==> config.mk <==
export PLATFORM = sky130hd
export DESIGN_NAME = dma_chan_ctrl
export DESIGN_NICKNAME = d
export VERILOG_FILES = /design/src/rtl/dmac_pkg.sv /design/src/rtl/dmac_chan.sv /design/src/rtl/dmac_errsrc.sv /design/src/rtl/dma_chan_ctrl.sv
export SDC_FILE = /design/constraint.sdc
export NUM_CORES = 2
export LEC_CHECK = 0
export ABC_AREA = 1
export ABC_CLOCK_PERIOD_IN_PS = 8060
export BUFFER_PORTS_ARGS = -buffer_cell sky130_fd_sc_hd__buf_2
export CORE_ASPECT_RATIO = 0.75
export CORE_UTILIZATION = 57
export CTS_CLUSTER_SIZE = 16
export DETAILED_ROUTE_END_ITERATION = 6
export PLACE_DENSITY = 0.75
export SYNTH_ARGS = -nofsm -noshare
export SYNTH_HDL_FRONTEND = slang
export SYNTH_SLANG_ARGS = --single-unit
==> constraint.sdc <==
create_clock -name clk -period 8.06 [get_ports clk]
set_input_delay 0.403 -clock clk [delete_from_list [all_inputs] [get_ports clk]]
set_output_delay 0.403 -clock clk [all_outputs]
set_load 0.02 [all_outputs]
==> src/rtl/dmac_pkg.sv <==
package dmac_pkg;
    localparam int DATA_W       = 32;
    typedef logic [DATA_W-1:0] word_t;

    // control word bit positions
    localparam int CTL_EN       = 0;
    localparam int CTL_TODEV    = 1;
    localparam int FLG_TC       = 8;
    localparam int FLG_MEM      = 9;
    localparam int FLG_ADDR     = 10;

    // address map
    localparam int CH_BASE      = 'h100;
    localparam int CH_STRIDE_LG = 5;
    localparam int CH_STRIDE    = 1 << CH_STRIDE_LG;
    localparam int IDX_LSB      = 3;
    localparam int ERRSRC_OFF   = 'h200;

    typedef enum logic [1:0] {
        RIDX_SPARE = 2'd0,
        RIDX_CTRL  = 2'd1,
        RIDX_CNT   = 2'd2,
        RIDX_ADDR  = 2'd3
    } ridx_e;

    typedef struct packed {
        word_t ctrl;
        word_t cnt;
        word_t base;
    } chan_regs_t;
endpackage

==> src/rtl/dmac_chan.sv <==
module dmac_chan
    import dmac_pkg::*;
(
    input  logic  clk,
    input  logic  rst_n,
    input  logic  wr_ctrl,
    input  logic  wr_cnt,
    input  logic  wr_base,
    input  word_t wdata,
    input  logic  req_hit,
    input  logic  req_to_dev,
    input  word_t req_len,
    output word_t ctrl_o,
    output word_t cnt_o,
    output word_t base_o,
    output logic  ok_o,
    output word_t gnt_len_o
);
    chan_regs_t regs_d, regs_q;
    logic       ok;
    word_t      gnt;

    always_comb begin
        ok     = regs_q.ctrl[CTL_EN] && (regs_q.ctrl[CTL_TODEV] == req_to_dev);
        gnt    = (req_len < regs_q.cnt) ? req_len : regs_q.cnt;
        regs_d = regs_q;
        if (req_hit) begin
            regs_d.ctrl[FLG_TC]   = 1'b0;
            regs_d.ctrl[FLG_MEM]  = 1'b0;
            regs_d.ctrl[FLG_ADDR] = 1'b0;
            if (ok) begin
                regs_d.ctrl[FLG_TC] = 1'b1;
                regs_d.cnt          = regs_q.cnt - gnt;
            end else begin
                regs_d.ctrl[FLG_MEM] = 1'b1;
            end
        end
        // software write wins over the request update
        if (wr_ctrl) regs_d.ctrl = wdata;
        if (wr_cnt)  regs_d.cnt  = wdata;
        if (wr_base) regs_d.base = wdata;
    end

    always_ff @(posedge clk) begin
        if (!rst_n) regs_q <= '0;
        else        regs_q <= regs_d;
    end

    assign ctrl_o    = regs_q.ctrl;
    assign cnt_o     = regs_q.cnt;
    assign base_o    = regs_q.base;
    assign ok_o      = ok;
    assign gnt_len_o = gnt;

    AST_REFUSE_FLAG: assert property (@(posedge clk) disable iff (!rst_n)
        (req_hit && !ok_o && !wr_ctrl) |=> (regs_q.ctrl[FLG_MEM] && !regs_q.ctrl[FLG_TC]));
    AST_GRANT_FLAGS: assert property (@(posedge clk) disable iff (!rst_n)
        (req_hit && ok_o && !wr_ctrl) |=> (regs_q.ctrl[FLG_TC] && !regs_q.ctrl[FLG_MEM] && !regs_q.ctrl[FLG_ADDR]));
    AST_CNT_NO_RISE: assert property (@(posedge clk) disable iff (!rst_n)
        !wr_cnt |=> (regs_q.cnt <= $past(regs_q.cnt)));
endmodule

==> src/rtl/dmac_errsrc.sv <==
module dmac_errsrc #(
    parameter int NUM_SLOTS = 8
) (
    input  logic                 clk,
    input  logic                 rst_n,
    input  logic [NUM_SLOTS-1:0] set_vec,
    output logic [NUM_SLOTS-1:0] src_o,
    output logic                 nmi_o
);
    logic [NUM_SLOTS-1:0] src_d, src_q;

    always_comb begin
        src_d = src_q | set_vec;
    end

    always_ff @(posedge clk) begin
        if (!rst_n) src_q <= '0;
        else        src_q <= src_d;
    end

    assign src_o = src_q;
    assign nmi_o = |src_q;

    AST_SRC_STICKY: assert property (@(posedge clk) disable iff (!rst_n)
        ((~src_q & $past(src_q)) == '0));
    AST_SET_LANDS: assert property (@(posedge clk) disable iff (!rst_n)
        (set_vec != '0) |=> nmi_o);
endmodule

==> src/rtl/dma_chan_ctrl.sv <==
module dma_chan_ctrl
    import dmac_pkg::*;
#(
    parameter int NUM_CH    = 4,
    parameter int NUM_SLOTS = 8,
    parameter int ADDR_W    = 10,
    localparam int SLOT_W   = $clog2(NUM_SLOTS)
) (
    input  logic              clk,
    input  logic              rst_n,
    input  logic              reg_wr,
    input  logic              reg_rd,
    input  logic [ADDR_W-1:0] reg_addr,
    input  logic [31:0]       reg_wdata,
    output logic [31:0]       reg_rdata,
    input  logic              req_valid,
    input  logic [SLOT_W-1:0] req_chan,
    input  logic              req_to_dev,
    input  logic [31:0]       req_len,
    output logic              xfer_go,
    output logic [SLOT_W-1:0] xfer_chan,
    output logic [31:0]       xfer_addr,
    output logic [31:0]       xfer_len,
    output logic              req_err,
    output logic              nmi
);
    localparam int CH_END = CH_BASE + NUM_SLOTS * CH_STRIDE;

    typedef struct packed {
        logic              go;
        logic              err;
        logic [SLOT_W-1:0] chan;
        word_t             addr;
        word_t             len;
        word_t             rdata;
    } top_state_t;

    top_state_t st_d, st_q;

    logic              in_win;
    logic              errsrc_hit;
    logic [SLOT_W-1:0] slot_a;
    ridx_e             idx_a;
    logic              unused_addr_bits;

    word_t ctrl_v [NUM_SLOTS];
    word_t cnt_v  [NUM_SLOTS];
    word_t base_v [NUM_SLOTS];
    word_t gnt_v  [NUM_SLOTS];
    logic [NUM_SLOTS-1:0] ok_v;
    logic [NUM_SLOTS-1:0] hit_v;
    logic [NUM_SLOTS-1:0] err_v;
    logic [NUM_SLOTS-1:0] errsrc;
    logic                 nmi_w;

    assign in_win     = (int'(reg_addr) >= CH_BASE) && (int'(reg_addr) < CH_END);
    assign errsrc_hit = (reg_addr[ADDR_W-1:2] == (ADDR_W-2)'(ERRSRC_OFF >> 2));
    assign slot_a     = reg_addr[CH_STRIDE_LG +: SLOT_W];
    assign idx_a      = ridx_e'(reg_addr[IDX_LSB +: 2]);
    assign unused_addr_bits = ^reg_addr[2:0];

    for (genvar i = 0; i < NUM_SLOTS; i++) begin : g_slot
        logic sel;
        assign sel      = reg_wr && in_win && (slot_a == SLOT_W'(i));
        assign hit_v[i] = req_valid && (req_chan == SLOT_W'(i));
        assign err_v[i] = hit_v[i] && !ok_v[i];
        if (i < NUM_CH) begin : g_live
            dmac_chan u_chan (
                .clk        (clk),
                .rst_n      (rst_n),
                .wr_ctrl    (sel && (idx_a == RIDX_CTRL)),
                .wr_cnt     (sel && (idx_a == RIDX_CNT)),
                .wr_base    (sel && (idx_a == RIDX_ADDR)),
                .wdata      (reg_wdata),
                .req_hit    (hit_v[i]),
                .req_to_dev (req_to_dev),
                .req_len    (req_len),
                .ctrl_o     (ctrl_v[i]),
                .cnt_o      (cnt_v[i]),
                .base_o     (base_v[i]),
                .ok_o       (ok_v[i]),
                .gnt_len_o  (gnt_v[i])
            );
        end else begin : g_empty
            logic unused_sel;
            assign unused_sel = sel;
            assign ctrl_v[i]  = '0;
            assign cnt_v[i]   = '0;
            assign base_v[i]  = '0;
            assign gnt_v[i]   = '0;
            assign ok_v[i]    = 1'b0;
        end
    end

    dmac_errsrc #(.NUM_SLOTS(NUM_SLOTS)) u_errsrc (
        .clk     (clk),
        .rst_n   (rst_n),
        .set_vec (err_v),
        .src_o   (errsrc),
        .nmi_o   (nmi_w)
    );

    always_comb begin
        word_t rd_val;
        rd_val = '0;
        if (in_win) begin
            unique case (idx_a)
                RIDX_CTRL:  rd_val = ctrl_v[slot_a];
                RIDX_CNT:   rd_val = cnt_v[slot_a];
                RIDX_ADDR:  rd_val = base_v[slot_a];
                default:    rd_val = '0;
            endcase
        end else if (errsrc_hit) begin
            rd_val[NUM_SLOTS-1:0] = errsrc;
        end

        st_d       = st_q;
        st_d.go    = req_valid && ok_v[req_chan];
        st_d.err   = req_valid && !ok_v[req_chan];
        st_d.chan  = req_chan;
        st_d.addr  = st_d.go ? base_v[req_chan] : '0;
        st_d.len   = st_d.go ? gnt_v[req_chan]  : '0;
        if (reg_rd) st_d.rdata = rd_val;
    end

    always_ff @(posedge clk) begin
        if (!rst_n) st_q <= '0;
        else        st_q <= st_d;
    end

    assign reg_rdata = st_q.rdata;
    assign xfer_go   = st_q.go;
    assign req_err   = st_q.err;
    assign xfer_chan = st_q.chan;
    assign xfer_addr = st_q.addr;
    assign xfer_len  = st_q.len;
    assign nmi       = nmi_w;

    AST_GO_ERR_EXCL: assert property (@(posedge clk) disable iff (!rst_n)
        !(xfer_go && req_err));
    AST_REQ_ANSWERED: assert property (@(posedge clk) disable iff (!rst_n)
        req_valid |=> (xfer_go || req_err));
    AST_GRANT_BOUND: assert property (@(posedge clk) disable iff (!rst_n)
        xfer_go |-> (xfer_len <= $past(req_len)));
    AST_ERR_RAISES_NMI: assert property (@(posedge clk) disable iff (!rst_n)
        req_err |-> nmi);
endmodule

==> results.py <==
metrics = {
    "grt": {
        "antenna_found_initial": 18,
        "grt_pass1_wl_mm": 212,
        "grtUsageTotal_pct": 48.1,
        "grt-ovfl-total": 0,
        "grt_pass1_vias": 32630,
        "grt_max_degree": 115,
    },
    "synthesis": {
        "synthCells": 5024,
        "seq_area_frac_synth_pct": 29.8,
        "synthesis.nets": 5359,
        "syn_area_per_cell_sq_um": 6.60,
        "yosys-top-cells-count": "1,104 x nand2_1, 578 x a21oi_1, 544 x o21ai_0",
        "netlist_top_cells_area": "dfxtp_1 30%, nand2_1 13%, ha_1 9.4%, a21oi_1 8.7%, o21ai_0 8.2%",
        "ys_types": 49,
        "yosys_most_used_dff": "dfxtp_1",
        "ys_warn_count": 0,
        "postSynth.asyncResetShare_pct": 0,
        "synth_area_sq_mm": 0.0332,
        "yosys.area.top_type": "dfxtp_1",
        "synth-seq-cells": 493,
        "synthMostInstantiatedCell": "nand2_1",
        "synth_top_area_share_pct": 29.8,
        "synth-edff-count": 0,
    },
    "setup_path": {
        "crit_type": "register to register",
        "critPathLaunchType": "register",
        "required_ns": 8.62,
        "critical_path.endpoint_type": "register",
        "cp_max_fo": 34,
        "cp.arrival_ns": 6.13,
    },
    "routing": {
        "wl_per_cell_microns": 25.0,
        "num_vias": 37546,
        "viasPerCell": 6.40,
        "remaining_drc_errors": 0,
        "ant_nets": 0,
        "drt_first_pass_iters": 7,
        "wl_mm": 147,
        "drt_iter0_markers": 6409,
    },
    "floorplan": {
        "io_pins": 185,
        "fp.dieH_microns": 211,
        "core-area_sq_mm": 0.0574,
        "initial_core_util_pct": 57.7,
        "die_x_microns": 280,
        "row_count": 76,
        "die_area_sq_mm": 0.0591,
    },
    "placement": {
        "globalplace.congestion": 1.16,
        "numPortBuffers": 182,
        "dp_hpwl_mm": 107,
        "pre_cts_slack_ns": 2.81,
        "place_inst": 5759,
    },
    "sta": {
        "drv_slew": 7,
        "layout_min_cycle_time_ns": 5.57,
        "finalHoldViolCount": 0,
        "worst-slew-pin-transition_ns": 1.61,
        "rsz0062_at_grt": "no",
        "setup_viol": 0,
        "period_share_pct": 69.1,
        "slew_headroom_pct": -8.75,
        "fmax_mhz": 179,
        "setup_tns_ns": 0,
        "fin_skew_ns": 0.0291,
        "fin_ws_ns": 2.49,
        "hold_ws_ns": 0.0179,
    },
    "min_path": {
        "hp-class": "primary input to register",
    },
    "clock_tree": {
        "htreeDepth": 2,
        "cts.sinks": 493,
        "cts_buffers": 51,
        "path_clk_slew_ns": 0.07,
        "clk_path_buf_depth": 3,
        "hold_buffers": 0,
        "cts_tree": "built",
        "post_cts_buffers": 0,
        "cts_root_buffer": "clkbuf_16",
        "insertion_delay_ns": 0.64,
        "cts_resized": 0,
    },
    "job": {
        "drv_cap": 2,
    },
    "final_layout": {
        "area_delta_synth_final_pct": 8.50,
        "fin_cells": 5865,
        "final_layout_size_suffix_gt1_share_pct": 7.33,
        "finalNetCount": 5367,
    },
    "power": {
        "powerDensity_mw_per_mm2": 167,
        "max-vdd-ir-drop_v": 0.000155,
        "p_leak_nw": 15.4,
    },
    "run_status": {
        "violations": "max-capacitance violations, max-slew violations",
        "status": "finished, violations left",
    },
}
-- metal layers --
| layer | vias up | global-route usage, % | wire length, microns |
|---|---|---|---|
| met5 | - | 5.05 | 529 |
| met4 | 22 | 21.8 | 7570 |
| met3 | 424 | 22.3 | 25900 |
| met2 | 2907 | 61.3 | 53800 |
| met1 | 17099 | 66.9 | 59000 |
| li1 | 17094 | - | - |
-- cell families (layout without fill, tap and decap cells) --
| kind of cell | after synthesis | count (layout) | share of synthesized area (%) |
|---|---|---|---|
| other cells | 0 | 12 | 0 |
| simple gates | 1836 | 1836 | 22.6 |
| compound gates | 1565 | 1565 | 26.4 |
| fa+ha+maj | 252 | 252 | 9.60 |
| mux | 22 | 22 | 0.664 |
| xor+xnor | 54 | 54 | 1.43 |
| buf+inv | 802 | 851 | 9.53 |
| flops | 493 | 493 | 29.8 |
-- power breakdown --
part	switching [mW]	internal (mW)
registers	0.00800	2.45
logic	0.813	0.277
clock network	1.11	1.34
total	1.93	4.07
-- state kept, by name, indices dropped and copies added, names as in the netlist, 3 cells and up --
signal                       cells
u_errsrc.src_o                   8
xfer_chan                        3
xfer_addr                       32
g_slot.g_live.u_chan.cnt_o     128
reg_rdata                       32
xfer_len                        32
g_slot.g_live.u_chan.ctrl_o    128
g_slot.g_live.u_chan.base_o    128
-- cell type report --
type                    count  area (sq um)
fillers                  5573         21500
multi-input cells        3729         20200
flip-flops and latches    493          9870
inverters                 534          2010
clock buffers              75          1520
repair buffers            223          1240
well taps                 780           976
clock inverters            19           168
diodes                     12          30.0
-- cells in the final DEF (no fill, tap or decap), types with 14 or more instances in the layout --
cell       netlist  routed
a21o_1          25      25
a21oi_1        578     578
a221oi_1        31      31
a31oi_1         96      96
buf_2           36     180
buf_4            5      41
clkbuf_16        0      52
clkinv_2         0      14
dfxtp_1        493     493
ha_1           248     248
inv_1          510     507
inv_2           17      15
mux2i_1         22      22
nand2_1       1104    1102
nand3_1        209     208
nand3b_1        17      17
nand4_1         28      28
nor2_1         401     400
nor3_1          26      26
o21a_1          26      26
o21ai_0        544     544
o21ai_1         29      29
o21bai_1        19      19
o221ai_1        80      80
o22ai_1        102     102
or2_2           14      14
xor2_1          41      41
-- per-stage QoR --
stage                     instance area [sq um]  power [mW]  util [%]
after CTS                                 35900        5.92      62.6
final                                     36000        6.00      62.6
after global routing                      35900        6.14      62.6
after detailed placement                  34300        3.53      59.6
after floorplan                           33200        3.18         -
after global placement                    34300        3.52      59.6
-- path summary, 6_finish.rpt --
check	startpoint	depth (start not counted)	slack, ns	end
worst max-delay path	g_slot[3].g_live.u_chan.cnt_o[28]$_SDFFE_PN0P_	22	2.49	g_slot[3].g_live.u_chan.cnt_o[22]$_SDFFE_PN0P_
worst min-delay path	req_chan[0]	3	0.02	xfer_chan[0]$_SDFF_PN0_
worst max register to register	g_slot[3].g_live.u_chan.cnt_o[28]$_SDFFE_PN0P_	22	2.49	g_slot[3].g_live.u_chan.cnt_o[22]$_SDFFE_PN0P_
worst min register to register	g_slot[2].g_live.u_chan.ctrl_o[2]$_SDFFE_PN0P_	2	0.46	g_slot[2].g_live.u_chan.ctrl_o[2]$_SDFFE_PN0P_
-- worst max-delay path: stages, from the launching register on --
cell and delay [ns]:
dfxtp_1 0.47, inv_1 0.20, ha_1 0.31, nand2_1 0.04, nor2_1 0.13, nand4_1 0.22
nor4_1 0.24, nand2_1 0.15, nand2_2 0.45, buf_4 0.42, nand2_1 0.08, o21ai_1 0.12
ha_1 0.17, inv_1 0.06, fa_1 0.43, nand3_1 0.10, nand2_1 0.14, a21oi_1 0.41
o21ai_0 0.38, a21oi_1 0.54, xnor2_1 0.19, nand2_1 0.08, a31oi_1 0.13
(Power assumes the default switching activity.)
